--- src/rtl/wpu_pkg.sv ---
package wpu_pkg;
    typedef enum logic [1:0] {
        ST_IDLE   = 2'd0,
        ST_ARRAY  = 2'd1,
        ST_STATUS = 2'd2
    } wpu_state_e;

    localparam int SR_SRWD = 7;
    localparam int SR_BP1  = 3;
    localparam int SR_BP0  = 2;
    localparam int SR_WEL  = 1;
    localparam int SR_WIP  = 0;
endpackage

--- src/rtl/wpu_range_check.sv ---
module wpu_range_check #(
    parameter int ADDR_W = 16
) (
    input  logic [1:0]        bp,
    input  logic [ADDR_W-1:0] addr,
    output logic              locked
);
    localparam int TOP = ADDR_W - 1;

    logic unused_low;
    assign unused_low = ^addr[ADDR_W-3:0];

    always_comb begin
        unique case (bp)
            2'b00:   locked = 1'b0;
            2'b01:   locked = addr[TOP] & addr[TOP-1];
            2'b10:   locked = addr[TOP];
            default: locked = 1'b1;
        endcase
    end
endmodule

--- src/rtl/wpu_status_regs.sv ---
module wpu_status_regs (
    input  logic       clk,
    input  logic       rst_n,
    input  logic       set_wel,
    input  logic       clr_wel,
    input  logic       load_sr,
    input  logic [7:0] sr_data,
    output logic       srwd,
    output logic [1:0] bp,
    output logic       wel
);
    import wpu_pkg::*;

    logic unused_data;
    assign unused_data = ^{sr_data[6:4], sr_data[1:0]};

    always_ff @(posedge clk or negedge rst_n) begin
        if (!rst_n) begin
            srwd <= 1'b0;
            bp   <= 2'b00;
        end else if (load_sr) begin
            srwd <= sr_data[SR_SRWD];
            bp   <= {sr_data[SR_BP1], sr_data[SR_BP0]};
        end
    end

    always_ff @(posedge clk or negedge rst_n) begin
        if (!rst_n)       wel <= 1'b0;
        else if (clr_wel) wel <= 1'b0;
        else if (set_wel) wel <= 1'b1;
    end
endmodule

--- src/rtl/wp_status_unit.sv ---
module wp_status_unit #(
    parameter int ADDR_W = 16
) (
    input  logic              clk,
    input  logic              rst_n,
    input  logic              wren_i,
    input  logic              wrdi_i,
    input  logic              wrsr_i,
    input  logic [7:0]        wrsr_data_i,
    input  logic              wr_req_i,
    input  logic [ADDR_W-1:0] wr_addr_i,
    input  logic              wp_n_i,
    input  logic              cycle_done_i,
    output logic [7:0]        status_o,
    output logic              wr_grant_o,
    output logic              wr_deny_o
);
    import wpu_pkg::*;

    wpu_state_e state_q, state_d;
    logic       srwd, wel, addr_locked, sr_locked;
    logic [1:0] bp;
    logic       set_wel, clr_wel, load_sr, grant_d, deny_d;

    wpu_range_check #(.ADDR_W(ADDR_W)) u_range (
        .bp     (bp),
        .addr   (wr_addr_i),
        .locked (addr_locked)
    );

    wpu_status_regs u_regs (
        .clk     (clk),
        .rst_n   (rst_n),
        .set_wel (set_wel),
        .clr_wel (clr_wel),
        .load_sr (load_sr),
        .sr_data (wrsr_data_i),
        .srwd    (srwd),
        .bp      (bp),
        .wel     (wel)
    );

    assign sr_locked = srwd & ~wp_n_i;

    // Decisions and next state
    always_comb begin
        state_d = state_q;
        set_wel = 1'b0;
        clr_wel = 1'b0;
        load_sr = 1'b0;
        grant_d = 1'b0;
        deny_d  = 1'b0;
        unique case (state_q)
            ST_IDLE: begin
                if (wr_req_i) begin
                    if (wel && !addr_locked) begin
                        grant_d = 1'b1;
                        state_d = ST_ARRAY;      // T_WR_GO
                    end else begin
                        deny_d  = 1'b1;
                        clr_wel = 1'b1;
                    end
                end else if (wrsr_i) begin
                    if (wel && !sr_locked) begin
                        grant_d = 1'b1;
                        load_sr = 1'b1;
                        state_d = ST_STATUS;     // T_SR_GO
                    end else begin
                        deny_d  = 1'b1;
                        clr_wel = 1'b1;
                    end
                end else if (wrdi_i) begin
                    clr_wel = 1'b1;
                end else if (wren_i) begin
                    set_wel = 1'b1;
                end
            end
            ST_ARRAY, ST_STATUS: begin
                if (wr_req_i || wrsr_i) begin
                    deny_d  = 1'b1;
                    clr_wel = 1'b1;
                end
                if (cycle_done_i) begin
                    clr_wel = 1'b1;
                    state_d = ST_IDLE;           // T_DONE
                end
            end
            default: state_d = ST_IDLE;
        endcase
    end

    // State register
    always_ff @(posedge clk or negedge rst_n) begin
        if (!rst_n) state_q <= ST_IDLE;
        else        state_q <= state_d;
    end

    // Registered outputs
    always_ff @(posedge clk or negedge rst_n) begin
        if (!rst_n) begin
            wr_grant_o <= 1'b0;
            wr_deny_o  <= 1'b0;
        end else begin
            wr_grant_o <= grant_d;
            wr_deny_o  <= deny_d;
        end
    end

    assign status_o = {srwd, 3'b000, bp, wel, (state_q != ST_IDLE)};
endmodule

--- config.mk ---
export PLATFORM = sky130hd
export DESIGN_NAME = wp_status_unit
export DESIGN_NICKNAME = d
export VERILOG_FILES = /design/src/rtl/wpu_pkg.sv /design/src/rtl/wpu_range_check.sv /design/src/rtl/wpu_status_regs.sv /design/src/rtl/wp_status_unit.sv
export SDC_FILE = /design/constraint.sdc
export NUM_CORES = 1
export LEC_CHECK = 0
export ABC_AREA = 1
export BUFFER_PORTS_ARGS = -buffer_cell sky130_fd_sc_hd__buf_2
export CAP_MARGIN = 20
export CORE_MARGIN = 2
export CORE_UTILIZATION = 40
export CTS_BUF_LIST = sky130_fd_sc_hd__clkbuf_16
export CTS_CLUSTER_SIZE = 30
export DETAILED_ROUTE_END_ITERATION = 12
export GPL_ROUTABILITY_DRIVEN = 0
export PLACE_DENSITY = 0.81
export SLEW_MARGIN = 20
export SYNTH_ARGS = -nofsm -noshare
export SYNTH_HDL_FRONTEND = slang
export SYNTH_SLANG_ARGS = --single-unit
--- constraint.sdc ---
create_clock -name clk -period 2.2 [get_ports clk]
set_clock_uncertainty 0.1 [all_clocks]
set_input_delay 0.44 -clock clk [delete_from_list [all_inputs] [get_ports clk]]
set_output_delay 0.44 -clock clk [all_outputs]
set_load 0.05 [all_outputs]
==> results of run 1 <==
==> worst max-delay path by stage <==
stage	cells after the start	end	slack, ns
3_3_place_gp	4	status_o[0]	0.52
3_5_place_dp	4	status_o[0]	0.49
6_report	4	status_o[0]	0.22
4_1_cts	4	status_o[0]	0.24
2_1_floorplan	8	state_q[0]$_DFFE_PN0P_	0.59
5_1_grt	4	status_o[0]	0.19
==> logic make-up after synthesis <==
group	Yosys count	synth area share
AND/OR/NAND/NOR	31	0.292
buffers and inverters	19	0.168
AO/OA/AOI/OAI	10	0.112
flip-flops	8	0.374
adder cells (fa/ha/maj)	2	0.0467
other	1	0.00700
==> metrics by stage <==
stage / instance area [sq um] / setup WS [ns] / utilization / instances
2_1_floorplan: 543 / 0.592 / - / 73
3_3_place_gp: 619 / 0.516 / 0.488 / 102
3_5_place_dp: 619 / 0.489 / 0.488 / 102
4_1_cts: 704 / 0.241 / 0.555 / 106
5_1_grt: 704 / 0.188 / 0.555 / 106
6_report: 704 / 0.221 / 0.555 / 106
==> power breakdown <==
| part | internal, uW | switching (uW) | leakage, uW |
|---|---|---|---|
| registers | 192 | 30.4 | 0.000100 |
| logic | 106 | 321 | 0.000245 |
| clock network | 234 | 68.0 | 0.0000370 |
| total | 532 | 419 | 0.000382 |
==> sequential cells by signal, indices dropped and copies added (netlist names) <==
name         cells
state_q          2
u_regs.bp        2
u_regs.srwd      1
u_regs.wel       1
wr_deny_o        1
wr_grant_o       1
==> layout by cell type (no fill, tap or decap) <==
cell,count
a21oi_1,3
a21oi_2,1
a22oi_1,1
buf_2,19
clkbuf_16,3
conb_1,3
dfrtp_1,8
dlygate4sd3_1,1
ha_1,2
inv_1,13
inv_2,1
nand2_1,19
nand3_1,5
nand4_1,2
nand4_4,1
nor2_1,1
nor2_2,1
nor2_4,1
nor3_1,1
o21ai_0,3
o21ai_1,1
o21ai_2,1
==> layout make-up <==
type / count / area (sq um) / area share
inverters: 14 / 52.6 / 0.0746
multi-input cells: 46 / 253 / 0.359
flip-flops and latches: 8 / 200 / 0.284
clock buffers: 3 / 75.1 / 0.107
repair buffers: 20 / 105 / 0.149
well taps: 15 / 18.8 / 0.0266
==> metal layers <==
metal  vias to the layer above  wire (um)
li1                        255          -
met1                       243        477
met2                        21        655
met3                         2         79
met4                         0         14
met5                         -          0
==> worst min-delay path, stage by stage <==
cell and delay (ns):
buf_2 0.08, nand2_1 0.04, nand2_1 0.05
==> timing repair <==
| item | in CTS | in global routing |
|---|---|---|
| hold endpoints to repair | 8 | 0 |
| hold buffers | 1 | 0 |
| resized for setup | 0 | 0 |
==> flow_metrics.tcl, run 1 <==
set metrics [dict create \
    initial_utilization 0.422 \
    clock_latency_ns 0.23 \
    syn_inst 71 \
    synthTopCellsByCount "nand2_1, inv_1, dfrtp_1" \
    hold_violations 0 \
    cts_tree "yes" \
    cp_slowest_stage_delay_ns 0.37 \
    status "complete, no violations" \
    top_usage_layer "met2" \
    ys_ff_latch 8 \
    num_vias 521 \
    clock_sinks 8 \
    fillers 121 \
    dr.pass1.iters 4 \
    path_class "reg2out" \
    root_buffer "clkbuf_16" \
    ys_seq_area_frac 0.374 \
    layout_min_cycle_time_ns 1.98 \
    critPathLaunch "state_q[0]$_DFFE_PN0P_" \
    cts_buffer_depth 2 \
    rsz0062_at_grt "false" \
    ant_nets 0 \
    crit_chain "inv_1 > ha_1 > inv_1 > buf_2" \
    wirelength_um 1230 \
    post_cts_buffers 0 \
    cp-end-kind "output port" \
    io_buffers 19 \
    syn_avg_cell_area_sq_um 7.54 \
    hold-path-endpoint "u_regs.srwd$_DFFE_PN0P_" \
    place_hpwl_um 915 \
    ff2ff_path_depth 8 \
    synth_area_leaders "dfrtp_1, nand2_1, inv_1" \
    finalPower_uw 951 \
    grt.overflow.total 0 \
    die_y_um 40.6 \
    vias_per_cell 4.92 \
    grt_max_degree 9 \
    antenna_found_initial 0 \
    cts_buffers 3 \
    die_area_sq_mm 0.00165 \
    ys_types 20 \
    r2r_end "state_q[1]$_DFFE_PN0P_" \
    powerDensity_mw_per_mm2 1350 \
    path_clk_slew_ns 0.04 \
    core_area_sq_mm 0.00127 \
    synth-edff-count 0 \
    holdWs_ns 0.313 \
    slowest_stage "dfrtp_1" \
    yosysTopAreaCell "dfrtp_1" \
    leakage_uw 0.000382 \
    ios 42 \
    ir_drop_mv 0.795 \
    ff2ff_setup_slack_ns 0.70 \
    setup_viol 0 \
    worst-path-max-fanout 7 \
    tns_ns 0 \
    synth_top_area_frac 0.374 \
    final_nets 127 \
    grt_first_pass_wirelength_um 1700 \
    worstSetupStartpointType "flip-flop" \
    met3_usage 0.106 \
    antenna_cells 0 \
    drive_gt1_frac 0.308 \
    synth_area_sq_um 536 \
    fin_crit_sh 0.900 \
    rows 13 \
    fmax_mhz 505 \
    ys_warn_count 0 \
    detail_route.iter0.violations 11 \
    grt_pass1_vias 454 \
    slew_viol_final 0 \
    track_usage 0.170 \
    r2r_start "state_q[0]$_DFFE_PN0P_" \
    cts.htree.levels 1 \
    drc 0 \
    hp-class "in2reg" \
    critPathBufInv 3 \
    critical_path.most_common_cell "inv_1" \
    areaGrowthSynthToFinish_pct 31.5 \
    yosysMostFrequentCell "nand2_1" \
    dieWidth_um 40.6 \
    crit_required_ns 1.66 \
    gr-usage-met2 0.317 \
    worst_path_dominant_cell_family "buffers and inverters" \
    wire_per_inst_um 11.6 \
    ys.flop_type "dfrtp_1" \
    arrival_ns 1.44 \
    hold_start "wrsr_data_i[7]" \
    cap_violations 0 \
    async_flop_share 1.00 \
    hold_depth 3 \
    use_met1 0.136 \
]
Note: power is estimated with default switching activity, not from simulation.
==> run 2: changes to the inputs <==
--- a/config.mk
+++ b/config.mk
@@ -9,12 +9,11 @@
 export BUFFER_PORTS_ARGS = -buffer_cell sky130_fd_sc_hd__buf_2
 export CAP_MARGIN = 20
 export CORE_MARGIN = 2
-export CORE_UTILIZATION = 40
+export CORE_UTILIZATION = 30
 export CTS_BUF_LIST = sky130_fd_sc_hd__clkbuf_16
 export CTS_CLUSTER_SIZE = 30
 export DETAILED_ROUTE_END_ITERATION = 12
 export GPL_ROUTABILITY_DRIVEN = 0
-export PLACE_DENSITY = 0.81
 export SLEW_MARGIN = 20
 export SYNTH_ARGS = -nofsm -noshare
 export SYNTH_HDL_FRONTEND = slang
==> run 2 against run 1 <==
Net effect:
- sequential power shrank 2%
- non-clock buffer count is the same
- sequential share of layout area shrank 0.50 points
- critical path depth is the same
- combinational power shrank 1%
- global-route usage shrank 5.8 points
- fmax grew 1.1%
- wire length shrank 7.4%
- cell count grew 9.4%
- register-to-register slack gained 0.05 ns
- core utilization shrank 14 points
- via count shrank 0.58%
- largest power group unchanged
- highest routed layer unchanged
==> flow_metrics.tcl, run 2 (synthesized netlist as in run 1, its figures left out) <==
set metrics [dict create \
    wirelength_um 1140 \
    met3_usage 0.0471 \
    ant_nets 0 \
    r2r_start "state_q[0]$_DFFE_PN0P_" \
    layout_common_cells "nand2_1, buf_2, inv_1, dfrtp_1, nand3_1" \
    post_cts_buffers 0 \
    fin_crit_sh 0.890 \
    layout_min_cycle_time_ns 1.96 \
    worstSetupStartpointType "flip-flop" \
    ff2ff_path_depth 8 \
    dieWidth_um 46.3 \
    die_y_um 46.3 \
    status "complete, no violations" \
    reg_top3 "state_q (2), u_regs.bp (2)" \
    leakage_uw 0.000382 \
    hold_depth 3 \
    detail_route.iter0.violations 7 \
    io_buffers 19 \
    worst-path-max-fanout 7 \
    clock_latency_ns 0.23 \
    root_buffer "clkbuf_16" \
    ff2ff_setup_slack_ns 0.75 \
    cp-end-kind "output port" \
    grt.overflow.total 0 \
    rsz0062_at_grt "false" \
    hold_start "wrsr_data_i[7]" \
    clock_sinks 8 \
    hp-class "in2reg" \
    rows 15 \
    ios 42 \
    hold_violations 0 \
    grt_pass1_vias 432 \
    cts_tree "yes" \
    fmax_mhz 511 \
    hold-path-endpoint "u_regs.srwd$_DFFE_PN0P_" \
    slew_viol_final 0 \
    holdWs_ns 0.316 \
    use_met1 0.116 \
    cts_buffer_depth 2 \
    crit_required_ns 1.66 \
    dr.pass1.iters 4 \
    path_class "reg2out" \
    track_usage 0.112 \
    path_clk_slew_ns 0.04 \
    die_area_sq_mm 0.00214 \
    cts_buffers 3 \
    ir_drop_mv 0.718 \
    core_area_sq_mm 0.00171 \
    grt_first_pass_wirelength_um 1660 \
    drc 0 \
    top_usage_layer "met2" \
    finalPower_uw 941 \
    cap_violations 0 \
    drive_gt1_frac 0.308 \
    gr-usage-met2 0.197 \
    post_cts_resized 0 \
    areaGrowthSynthToFinish_pct 33.9 \
    setup_viol 0 \
    tns_ns 0 \
    arrival_ns 1.42 \
    cts.htree.levels 1 \
    powerDensity_mw_per_mm2 1310 \
    wire_per_inst_um 9.78 \
    antenna_found_initial 0 \
    fin_cells 116 \
    final_nets 127 \
    place_inst 112 \
    antenna_cells 0 \
    num_vias 518 \
    r2r_end "state_q[1]$_DFFE_PN0P_" \
    initial_utilization 0.314 \
    place_hpwl_um 891 \
    ctsHoldBuffers 1 \
    grt_max_degree 9 \
    vias_per_cell 4.47 \
    final_core_util 0.420 \
]
-- run 2: cell counts in the layout (fill, tap and decap cells not counted) --
Identical to the previous run, type by type.
-- run 2: final cells by class --
type	instances	area, sq um
fillers	192	991
clock buffers	3	75.1
well taps	25	31.3
inverters	14	52.6
multi-input cells	46	253
flip-flops and latches	8	200
repair buffers	20	105
-- run 2: worst max path at each step --
stage / endpoint / slack [ns] / depth (start not counted) / from
floorplan: state_q[0]$_DFFE_PN0P_ / 0.59 / 8 / state_q[0]$_DFFE_PN0P_
global placement: status_o[0] / 0.50 / 4 / state_q[0]$_DFFE_PN0P_
detailed placement: status_o[0] / 0.49 / 4 / state_q[0]$_DFFE_PN0P_
CTS: status_o[0] / 0.25 / 4 / state_q[0]$_DFFE_PN0P_
global route: status_o[0] / 0.18 / 4 / state_q[0]$_DFFE_PN0P_
finish: status_o[0] / 0.24 / 4 / state_q[0]$_DFFE_PN0P_
-- run 2: where the power goes --
part | switching, uW | internal [uW] | total [uW]
Clock | 67.3 | 234 | 301
Combinational | 315 | 106 | 420
Sequential | 27.1 | 192 | 219
-- run 2: per-stage QoR --
| step | instance area [sq um] | setup slack [ns] |
|---|---|---|
| after floorplan | 543 | 0.592 |
| after global placement | 632 | 0.499 |
| after detailed placement | 632 | 0.494 |
| after CTS | 717 | 0.248 |
| after global routing | 717 | 0.180 |
| final | 717 | 0.242 |
-- run 2: critical path, stage by stage (launching register included) --
cell     delay [ns]
dfrtp_1        0.36
inv_1          0.05
ha_1           0.24
inv_1          0.22
buf_2          0.31
-- run 2: per-layer routing --
metal / up-vias / wire (um) / part of all wire
met5: - / 0 / 0
met4: 0 / 14 / 0.012
met3: 2 / 78 / 0.069
met2: 16 / 586 / 0.52
met1: 244 / 455 / 0.40
li1: 256 / - / -
==> run 3: changes to the inputs <==
--- a/config.mk
+++ b/config.mk
@@ -14,6 +14,7 @@
 export CTS_CLUSTER_SIZE = 30
 export DETAILED_ROUTE_END_ITERATION = 12
 export GPL_ROUTABILITY_DRIVEN = 0
+export PLACE_DENSITY_LB_ADDON = 0.25
 export SLEW_MARGIN = 20
 export SYNTH_ARGS = -nofsm -noshare
 export SYNTH_HDL_FRONTEND = slang
==> run 3 against run 2 <==
Net effect:
- core utilization unchanged
- first-iteration DRC count shrank 71%
- worst setup slack improved by 0.018 ns
- cell area stayed put
- total power down 1.4%
- die area is the same
- clock power decreased by 2%
- largest cell class unchanged
- global-route usage is 0.88 points lower
- count of clock-buffer cells in the layout unchanged
- wire length fell by 12%
- hold slack better by 0.00082 ns
- sequential share of layout area did not move
==> flow_metrics.tcl, run 3 (synthesized netlist as in run 1, its figures left out) <==
set metrics [dict create \
    drc 0 \
    root_buffer "clkbuf_16" \
    arrival_ns 1.40 \
    ios 42 \
    drive_gt1_frac 0.308 \
    wirelength_um 1000 \
    io_buffers 19 \
    core_area_sq_mm 0.00171 \
    ant_nets 0 \
    powerDensity_mw_per_mm2 1290 \
    pwr-share-comb 0.446 \
    path_class "reg2out" \
    fmax_mhz 516 \
    layout_common_cells "nand2_1, buf_2, inv_1, dfrtp_1, nand3_1" \
    tns_ns 0 \
    ir_drop_mv 0.634 \
    place_hpwl_um 830 \
    hold_violations 0 \
    path_clk_slew_ns 0.04 \
    dr.pass1.iters 4 \
    vias_per_cell 4.09 \
    p_int_uw 531 \
    power.share.switching 0.428 \
    p_seq_frac 0.235 \
    grt_pass1_vias 415 \
    antenna_found_initial 0 \
    wire_per_inst_um 8.63 \
    fin_cells 116 \
    areaGrowthSynthToFinish_pct 33.9 \
    status "complete, no violations" \
    dieWidth_um 46.3 \
    rsz0062_at_grt "false" \
    rows 15 \
    cts_buffers 3 \
    initial_utilization 0.314 \
    final_nets 127 \
    cp-end-kind "output port" \
    clock_sinks 8 \
    crit_required_ns 1.66 \
    worst-path-max-fanout 7 \
    pwr-share-clk 0.319 \
    place_inst 112 \
    cts_tree "yes" \
    place_area_sq_um 632 \
    num_vias 475 \
    die_y_um 46.3 \
    detail_route.iter0.violations 2 \
    antenna_cells 0 \
    clock_latency_ns 0.23 \
    track_usage 0.103 \
    grt_max_degree 9 \
    leakage_uw 0.000382 \
    worstSetupStartpointType "flip-flop" \
    grt_first_pass_wirelength_um 1550 \
    finalPower_uw 928 \
    hp-class "in2reg" \
    cts.htree.levels 1 \
    fin_crit_sh 0.882 \
    reg_top3 "state_q (2), u_regs.bp (2)" \
    p_sw_uw 397 \
    post_cts_resized 0 \
    cap_violations 0 \
    grt.overflow.total 0 \
    setup_viol 0 \
    final_area_sq_um 717 \
    die_area_sq_mm 0.00214 \
    slew_viol_final 0 \
    cts_buffer_depth 2 \
    layout_min_cycle_time_ns 1.94 \
]
## run 3: cell counts in the layout (fill, tap and decap cells not counted)
Identical to the previous run, type by type.
## run 3: path summary, 6_finish.rpt
check                                      endpoint  slack, ns  cells after the start                   start
max                                     status_o[0]       0.26                      4  state_q[0]$_DFFE_PN0P_
min reg2reg                  state_q[0]$_DFFE_PN0P_       0.40                      2  state_q[0]$_DFFE_PN0P_
max reg2reg                  state_q[0]$_DFFE_PN0P_       0.76                      8  state_q[0]$_DFFE_PN0P_
min                         u_regs.srwd$_DFFE_PN0P_       0.32                      3          wrsr_data_i[7]
min in group asynchronous  u_regs.bp[0]$_DFFE_PN0P_       0.49                      2                   rst_n
max in group asynchronous    state_q[0]$_DFFE_PN0P_       1.35                      2                   rst_n
## run 3: power by group through the flow
stage          Sequential [uW]  Combinational, uW  Clock (uW)
6_report                   218                414         296
5_1_grt                    222                448         310
4_1_cts                    219                417         302
3_5_place_dp               221                415           0
3_3_place_gp               219                417           0
2_1_floorplan              314                245           0
## run 3: per-stage QoR
stage	util	setup WS, ns	hold WS, ns
2_1_floorplan	-	0.592	0.0444
3_3_place_gp	0.370	0.504	0.192
3_5_place_dp	0.370	0.500	0.190
4_1_cts	0.420	0.259	0.318
5_1_grt	0.420	0.178	0.337
6_report	0.420	0.260	0.317
## run 3: timing repair
action | in CTS | in global routing
hold buffers | 1 | 0
endpoints found under the hold margin | 8 | 0
setup endpoints to repair | 0 | 0
setup buffers | 0 | 0
## run 3: layout make-up
| class | instances | area, sq um |
|---|---|---|
| Clock buffer | 3 | 75.1 |
| Fill cell | 182 | 991 |
| Inverter | 14 | 52.6 |
| Multi-Input combinational cell | 46 | 253 |
| Sequential cell | 8 | 200 |
| Tap cell | 25 | 31.3 |
| Timing Repair Buffer | 20 | 105 |
## run 3: per-layer routing
metal | up-vias | wire length [um] | track usage
li1 | 256 | - | -
met1 | 206 | 453 | 0.109
met2 | 13 | 474 | 0.178
met3 | 0 | 72 | 0.0588
met4 | 0 | 0 | 0.0171
met5 | - | 0 | 0
## run 3: critical path: stages, from the launching register on
cell and delay [ns]:
dfrtp_1 0.36, inv_1 0.05, ha_1 0.24, inv_1 0.22, buf_2 0.32
